$ cat src/rtl/pwr_mode_pkg.sv
// Package: shared types and bit positions for the low-power mode control register.
// Assumes an 8-bit register; positions are fixed because software decodes them.
package pwr_mode_pkg;

    typedef enum logic [1:0] {
        MODE_RUN   = 2'b00,
        MODE_SLEEP = 2'b01,
        MODE_TBT   = 2'b10,
        MODE_STOP  = 2'b11
    } pmc_mode_e;

    localparam logic [1:0] CLK_MAIN = 2'b00;
    localparam logic [1:0] CLK_PLL  = 2'b01;

    localparam int BIT_STOP  = 7;
    localparam int BIT_SLEEP = 6;
    localparam int BIT_FLOAT = 5;
    localparam int BIT_NRST  = 4;
    localparam int BIT_NTBT  = 3;
    localparam int BIT_HLT_H = 2;
    localparam int BIT_HLT_L = 1;

endpackage

$ cat src/rtl/pmc_ctrl_reg.sv
// Module: pmc_ctrl_reg
// Holds the mode state, the pin-float flag and the halt-length field.
// Applies the entry priority stop > sleep > time-base-timer and lets an
// interrupt win over any entry on the same edge. While the internal reset
// pulse runs, every write is dropped and all state stays at reset values.
// Assumes wr_data is valid whenever wr_en is high.
module pmc_ctrl_reg
    import pwr_mode_pkg::*;
(
    input  logic       clk,
    input  logic       rst_n,
    input  logic       wr_en,
    input  logic [7:0] wr_data,
    input  logic       irq,
    input  logic [1:0] clk_mode,
    input  logic       rst_busy,
    output pmc_mode_e  mode,
    output logic       float_q,
    output logic [1:0] halt_sel,
    output logic       rst_trig
);

    logic      clk_ok;
    logic      req_stop;
    logic      req_sleep;
    logic      req_tbt;
    logic      any_req;
    pmc_mode_e next_entry;
    logic      unused_bits;

    assign unused_bits = wr_data[0];

    // Time-base-timer entry is legal only on the main or PLL clock.
    assign clk_ok = (clk_mode == CLK_MAIN) || (clk_mode == CLK_PLL);

    // Decode the individual requests carried by a write.
    always_comb begin
        req_stop  = wr_en && wr_data[BIT_STOP];
        req_sleep = wr_en && wr_data[BIT_SLEEP];
        req_tbt   = wr_en && !wr_data[BIT_NTBT] && clk_ok;
        any_req   = req_stop || req_sleep || req_tbt;
        rst_trig  = wr_en && !wr_data[BIT_NRST] && !rst_busy;
    end

    // Pick the mode a write asks for, highest priority first.
    always_comb begin
        if (req_stop)       next_entry = MODE_STOP;
        else if (req_sleep) next_entry = MODE_SLEEP;
        else if (req_tbt)   next_entry = MODE_TBT;
        else                next_entry = mode;
    end

    // Register update: reset, reset-pulse clear, interrupt exit, or write.
    always_ff @(posedge clk) begin
        if (!rst_n || rst_busy || rst_trig) begin
            mode     <= MODE_RUN;
            float_q  <= 1'b0;
            halt_sel <= 2'b00;
        end else begin
            if (wr_en) begin
                float_q  <= wr_data[BIT_FLOAT];
                halt_sel <= wr_data[BIT_HLT_H:BIT_HLT_L];
            end
            if (irq)
                mode <= MODE_RUN;
            else if (any_req)
                mode <= next_entry;
        end
    end

endmodule

$ cat src/rtl/pmc_rst_pulse.sv
// Module: pmc_rst_pulse
// Produces an internal reset pulse lasting RST_CYCLES clock cycles after a
// trigger. Triggers are expected only while idle (the caller masks them).
module pmc_rst_pulse #(
    parameter int RST_CYCLES = 3
) (
    input  logic clk,
    input  logic rst_n,
    input  logic trig,
    output logic busy
);

    localparam int CW = $clog2(RST_CYCLES + 1);

    logic [CW-1:0] cnt;

    assign busy = (cnt != '0);

    // Load the pulse length on a trigger and count it down to idle.
    always_ff @(posedge clk) begin
        if (!rst_n)
            cnt <= '0;
        else if (trig)
            cnt <= CW'(RST_CYCLES);
        else if (busy)
            cnt <= cnt - 1'b1;
    end

endmodule

$ cat src/rtl/pmc_halt_gate.sv
// Module: pmc_halt_gate
// Intermittent CPU operation: on each instruction-complete strobe it loads a
// down-counter with the selected halt length and holds the CPU clock enable
// low until the counter reaches zero. Lengths are HALT_BASE times 0, 1, 2, 4.
// The clear input (internal reset) empties the counter.
module pmc_halt_gate #(
    parameter int HALT_BASE = 8
) (
    input  logic       clk,
    input  logic       rst_n,
    input  logic       clear,
    input  logic       instr_done,
    input  logic [1:0] halt_sel,
    output logic       cpu_clk_en
);

    localparam int MAX_HALT = HALT_BASE * 4;
    localparam int CW       = $clog2(MAX_HALT + 1);

    logic [CW-1:0] load_val;
    logic [CW-1:0] cnt;

    // Translate the 2-bit selector into a pulse count.
    always_comb begin
        case (halt_sel)
            2'b01:   load_val = CW'(HALT_BASE);
            2'b10:   load_val = CW'(HALT_BASE * 2);
            2'b11:   load_val = CW'(MAX_HALT);
            default: load_val = '0;
        endcase
    end

    // Halt counter: clear, load on a strobe, else count down.
    always_ff @(posedge clk) begin
        if (!rst_n || clear)
            cnt <= '0;
        else if (instr_done)
            cnt <= load_val;
        else if (cnt != '0)
            cnt <= cnt - 1'b1;
    end

    assign cpu_clk_en = (cnt == '0);

endmodule

$ cat src/rtl/pwr_mode_ctl.sv
// Module: pwr_mode_ctl (top)
// Low-power mode control register: decodes software writes into processor
// power modes, drives the pin-float enable, the internal reset pulse and the
// intermittent CPU clock enable. One machine cycle equals one clk cycle.
module pwr_mode_ctl
    import pwr_mode_pkg::*;
#(
    parameter int RST_CYCLES = 3,
    parameter int HALT_BASE  = 8
) (
    input  logic       clk,
    input  logic       rst_n,
    input  logic       wr_en,
    input  logic [7:0] wr_data,
    output logic [7:0] rd_data,
    input  logic       irq,
    input  logic [1:0] clk_mode,
    input  logic       instr_done,
    output logic       stop_mode,
    output logic       sleep_mode,
    output logic       tbt_mode,
    output logic       pin_hiz,
    output logic       int_rst,
    output logic       cpu_clk_en
);

    pmc_mode_e  mode;
    logic       float_q;
    logic [1:0] halt_sel;
    logic       rst_trig;
    logic       rst_busy;

    pmc_ctrl_reg u_reg (
        .clk      (clk),
        .rst_n    (rst_n),
        .wr_en    (wr_en),
        .wr_data  (wr_data),
        .irq      (irq),
        .clk_mode (clk_mode),
        .rst_busy (rst_busy),
        .mode     (mode),
        .float_q  (float_q),
        .halt_sel (halt_sel),
        .rst_trig (rst_trig)
    );

    pmc_rst_pulse #(.RST_CYCLES(RST_CYCLES)) u_rst (
        .clk   (clk),
        .rst_n (rst_n),
        .trig  (rst_trig),
        .busy  (rst_busy)
    );

    pmc_halt_gate #(.HALT_BASE(HALT_BASE)) u_halt (
        .clk        (clk),
        .rst_n      (rst_n),
        .clear      (rst_busy),
        .instr_done (instr_done),
        .halt_sel   (halt_sel),
        .cpu_clk_en (cpu_clk_en)
    );

    // Decode the mode state into one flag per mode.
    always_comb begin
        stop_mode  = (mode == MODE_STOP);
        sleep_mode = (mode == MODE_SLEEP);
        tbt_mode   = (mode == MODE_TBT);
    end

    // Pins float only in the two deep modes and only when the flag asks.
    assign pin_hiz = float_q && (stop_mode || tbt_mode);
    assign int_rst = rst_busy;

    // Read view: trigger bits show their fixed values.
    always_comb begin
        rd_data                      = 8'h00;
        rd_data[BIT_FLOAT]           = float_q;
        rd_data[BIT_NRST]            = 1'b1;
        rd_data[BIT_NTBT]            = 1'b1;
        rd_data[BIT_HLT_H:BIT_HLT_L] = halt_sel;
    end

endmodule

$ cat config.mk
export PLATFORM = sky130hd
export DESIGN_NAME = pwr_mode_ctl
export DESIGN_NICKNAME = d
export VERILOG_FILES = /design/src/rtl/pwr_mode_pkg.sv /design/src/rtl/pmc_ctrl_reg.sv /design/src/rtl/pmc_rst_pulse.sv /design/src/rtl/pmc_halt_gate.sv /design/src/rtl/pwr_mode_ctl.sv
export SDC_FILE = /design/constraint.sdc
export NUM_CORES = 1
export LEC_CHECK = 0
export BUFFER_PORTS_ARGS = -buffer_cell sky130_fd_sc_hd__buf_2
export CAP_MARGIN = 10
export CORE_UTILIZATION = 25
export CTS_CLUSTER_DIAMETER = 100
export DETAILED_ROUTE_END_ITERATION = 12
export PLACE_DENSITY = 0.59
export SLEW_MARGIN = 10
export SYNTH_ARGS = -nofsm -noshare
export SYNTH_HDL_FRONTEND = slang
export SYNTH_HIERARCHICAL = 1
export SYNTH_SLANG_ARGS = --single-unit
$ cat constraint.sdc
create_clock -name clk -period 3.6 [get_ports clk]
set_input_delay 0.18 -clock clk [delete_from_list [all_inputs] [get_ports clk]]
set_output_delay 0.18 -clock clk [all_outputs]
set_load 0.03 [all_outputs]
==> flow_metrics.tcl <==
set metrics [dict create \
    clk_latency_ns 0.28 \
    vias 631 \
    initial_core_util_pct 26.5 \
    yosys.area.top_type "dfxtp_1" \
    critPathBufInv 3 \
    cts_tree "done" \
    port_buffers 21 \
    whs_path_depth 2 \
    finalCritPeriodShare_pct 42.0 \
    root_buffer "clkbuf_4" \
    finalPower_mw 0.524 \
    leakage_nw 0.378 \
    swShare_pct 40.7 \
    gp_congestion 0.736 \
    synth_ff_type "dfxtp_1" \
    drt_iter0_markers 8 \
    final.setup.tns_ns 0 \
    finalSetupViolCount 0 \
    start_kind "flop" \
    cpPeakStageDelay_ns 0.33 \
    drt-met1-wl_um 656 \
    crit_path_top_delay_cell "dfxtp_1" \
    min_to "u_rst/cnt[1]$_SDFFE_PN0P_" \
    cts.clk_slew.worst_paths_ns 0.08 \
    cts_buffers 3 \
    drive_gt1_share_pct 31.2 \
    wl_met3_um 114 \
    yosys-top-cells-area "dfxtp_1, buf_4, xnor2_1" \
    clock_path_buffers 2 \
    fin_cells 140 \
    syn2layout_area_growth_pct 18.6 \
    cp_max_fo 5 \
    overflow 0 \
    switching_power_mw 0.213 \
    ir_drop_mv 0.487 \
    yosysMostFrequentCell "dfxtp_1" \
    via_per_inst 4.51 \
    drv_slew 0 \
    synth-async-reset-ratio_pct 0 \
    hp-start "rst_n" \
    grt_pass1_vias 599 \
    cts_setup_buffers 0 \
    hold_buffers 0 \
    required_ns 3.42 \
    layout_setup_ws_ns 2.09 \
    crit_type "reg -> out" \
    ys_seq_area_share_pct 35.6 \
    arrival_ns 1.33 \
    reg2reg_to "u_halt/cnt[1]$_SDFFE_PP0P_" \
    rsz0062_at_grt "false" \
    hold_path_class "in -> reg" \
    grt_pass1_wl_um 2610 \
    timing.fmax_mhz 661 \
    clkPwrFrac_pct 17.8 \
    grt_max_degree 8 \
    r2r_slack_ns 2.11 \
    yosysWarnings 6 \
    post-place-ws_ns 2.12 \
    rr_startpoint "u_rst/cnt[0]$_SDFFE_PN0P_" \
    die_w_um 56.1 \
    fp.dieH_um 56.1 \
    finClkSkew_ns 0.000819 \
    wl_per_cell_um 10.6 \
    synth-seq-cells 13 \
    p_comb_share_pct 47.9 \
    synth_edf_count 0 \
    crit_chain "inv_1, ha_1, nand3_2, inv_2, buf_2" \
    period_minus_slack_ns 1.51 \
    highest_layer "met3" \
    status "completed" \
    coreArea_um2 2760 \
    yosys-top-cells-count "dfxtp_1, nor2_1, a21oi_1, buf_4, nand2_1" \
    hpwl_um 1140 \
    ys_types 33 \
    cts_repair_resize_count 0 \
    end_kind "output port" \
    timing.hold.ws_ns 0.160 \
    rr_worst_depth 6 \
    final_antenna_net_count 0 \
    synth_top_area_share_pct 35.6 \
    maxCapViolations 0 \
    syn_avg_cell_area_um2 8.41 \
    dieArea_um2 3150 \
    drt_first_pass_iters 4 \
    pin_count 29 \
    syn_inst 87 \
    p_int_mw 0.311 \
    fin_nets 128 \
    cp_top_family "buffers and inverters" \
    clock-sinks 13 \
    dpl.cell_count 136 \
    route.met2.wl_um 706 \
    powerDensity_nw_per_um2 603 \
    htreeDepth 1 \
    finalHoldViolCount 0 \
    seqPwrFrac_pct 34.3 \
    row_count 19 \
    grt.total_usage_pct 10.5 \
    wl_um 1480 \
    antennaDiodeCount 0 \
    antenna_found_initial 0 \
    syn_area_um2 732 \
    drcViolationCount 0 \
]
area by class of cell:
class	count	area (µm²)
Timing Repair Buffer	21	105
Tap cell	31	38.8
Fill cell	298	1890
Sequential cell	13	260
Multi-Input combinational cell	64	412
Inverter	7	26.3
Clock buffer	4	26.3
state kept, by name, summed over array words and instances, names as in the netlist:
register        count
u_reg/halt_sel      2
u_rst/cnt           2
u_reg/float_q       1
u_reg/mode          2
u_halt/cnt          6
how the worst max path moves through the flow:
stage                                       to  depth (start not counted)                  startpoint
global placement    u_halt/cnt[1]$_SDFFE_PP0P_                          6   u_rst/cnt[0]$_SDFFE_PN0P_
global route        u_halt/cnt[1]$_SDFFE_PP0P_                          6   u_rst/cnt[0]$_SDFFE_PN0P_
floorplan           u_halt/cnt[5]$_SDFFE_PP0P_                          7   u_rst/cnt[0]$_SDFFE_PN0P_
CTS                                 cpu_clk_en                          5  u_halt/cnt[0]$_SDFFE_PP0P_
finish                              cpu_clk_en                          5  u_halt/cnt[0]$_SDFFE_PP0P_
detailed placement  u_halt/cnt[1]$_SDFFE_PP0P_                          6   u_rst/cnt[0]$_SDFFE_PN0P_
power by group through the flow:
stage	clock [mW]	combinational (mW)	sequential, mW
global route	0.105	0.279	0.182
CTS	0.0963	0.253	0.180
floorplan	0	0.203	0.183
global placement	0	0.246	0.182
finish	0.0932	0.251	0.180
detailed placement	0	0.251	0.183
cells by family after synthesis:
group	after synthesis	synth area share (%)
and+or+nand+nor	34	26.2
other	2	1.03
xor gates and xnor gates	5	5.98
DFF	13	35.6
adders and majority gates	3	5.13
buffers and inverters	13	9.74
AOI/OAI and AO/OA	16	15.0
muxes	1	1.37
cell usage in the layout, fill, tap and decap left out, drive strengths merged, types with 2 or more instances in the layout:
cell type	count
nand2b	2
nor3	3
nand3b	2
dfxtp	13
nand2	6
clkbuf	4
o21a	2
o21ai	2
a21oi	6
conb	5
xnor2	5
and2	2
nor3b	2
nor2	9
inv	7
ha	3
buf	21
nand3	4
metrics by stage:
| stage | instance area, µm² | utilization [%] |
|---|---|---|
| 2_1_floorplan | 743 | - |
| 3_3_place_gp | 842 | 30.5 |
| 3_5_place_dp | 842 | 30.5 |
| 4_1_cts | 868 | 31.5 |
| 5_1_grt | 868 | 31.5 |
| 6_report | 868 | 31.5 |
metal layers:
layer | up-vias | track usage (%)
met5 | - | 0
met4 | 0 | 2.09
met3 | 0 | 4.42
met2 | 22 | 17.2
met1 | 284 | 13.0
li1 | 325 | -
Note: power is estimated with default switching activity, not from simulation.
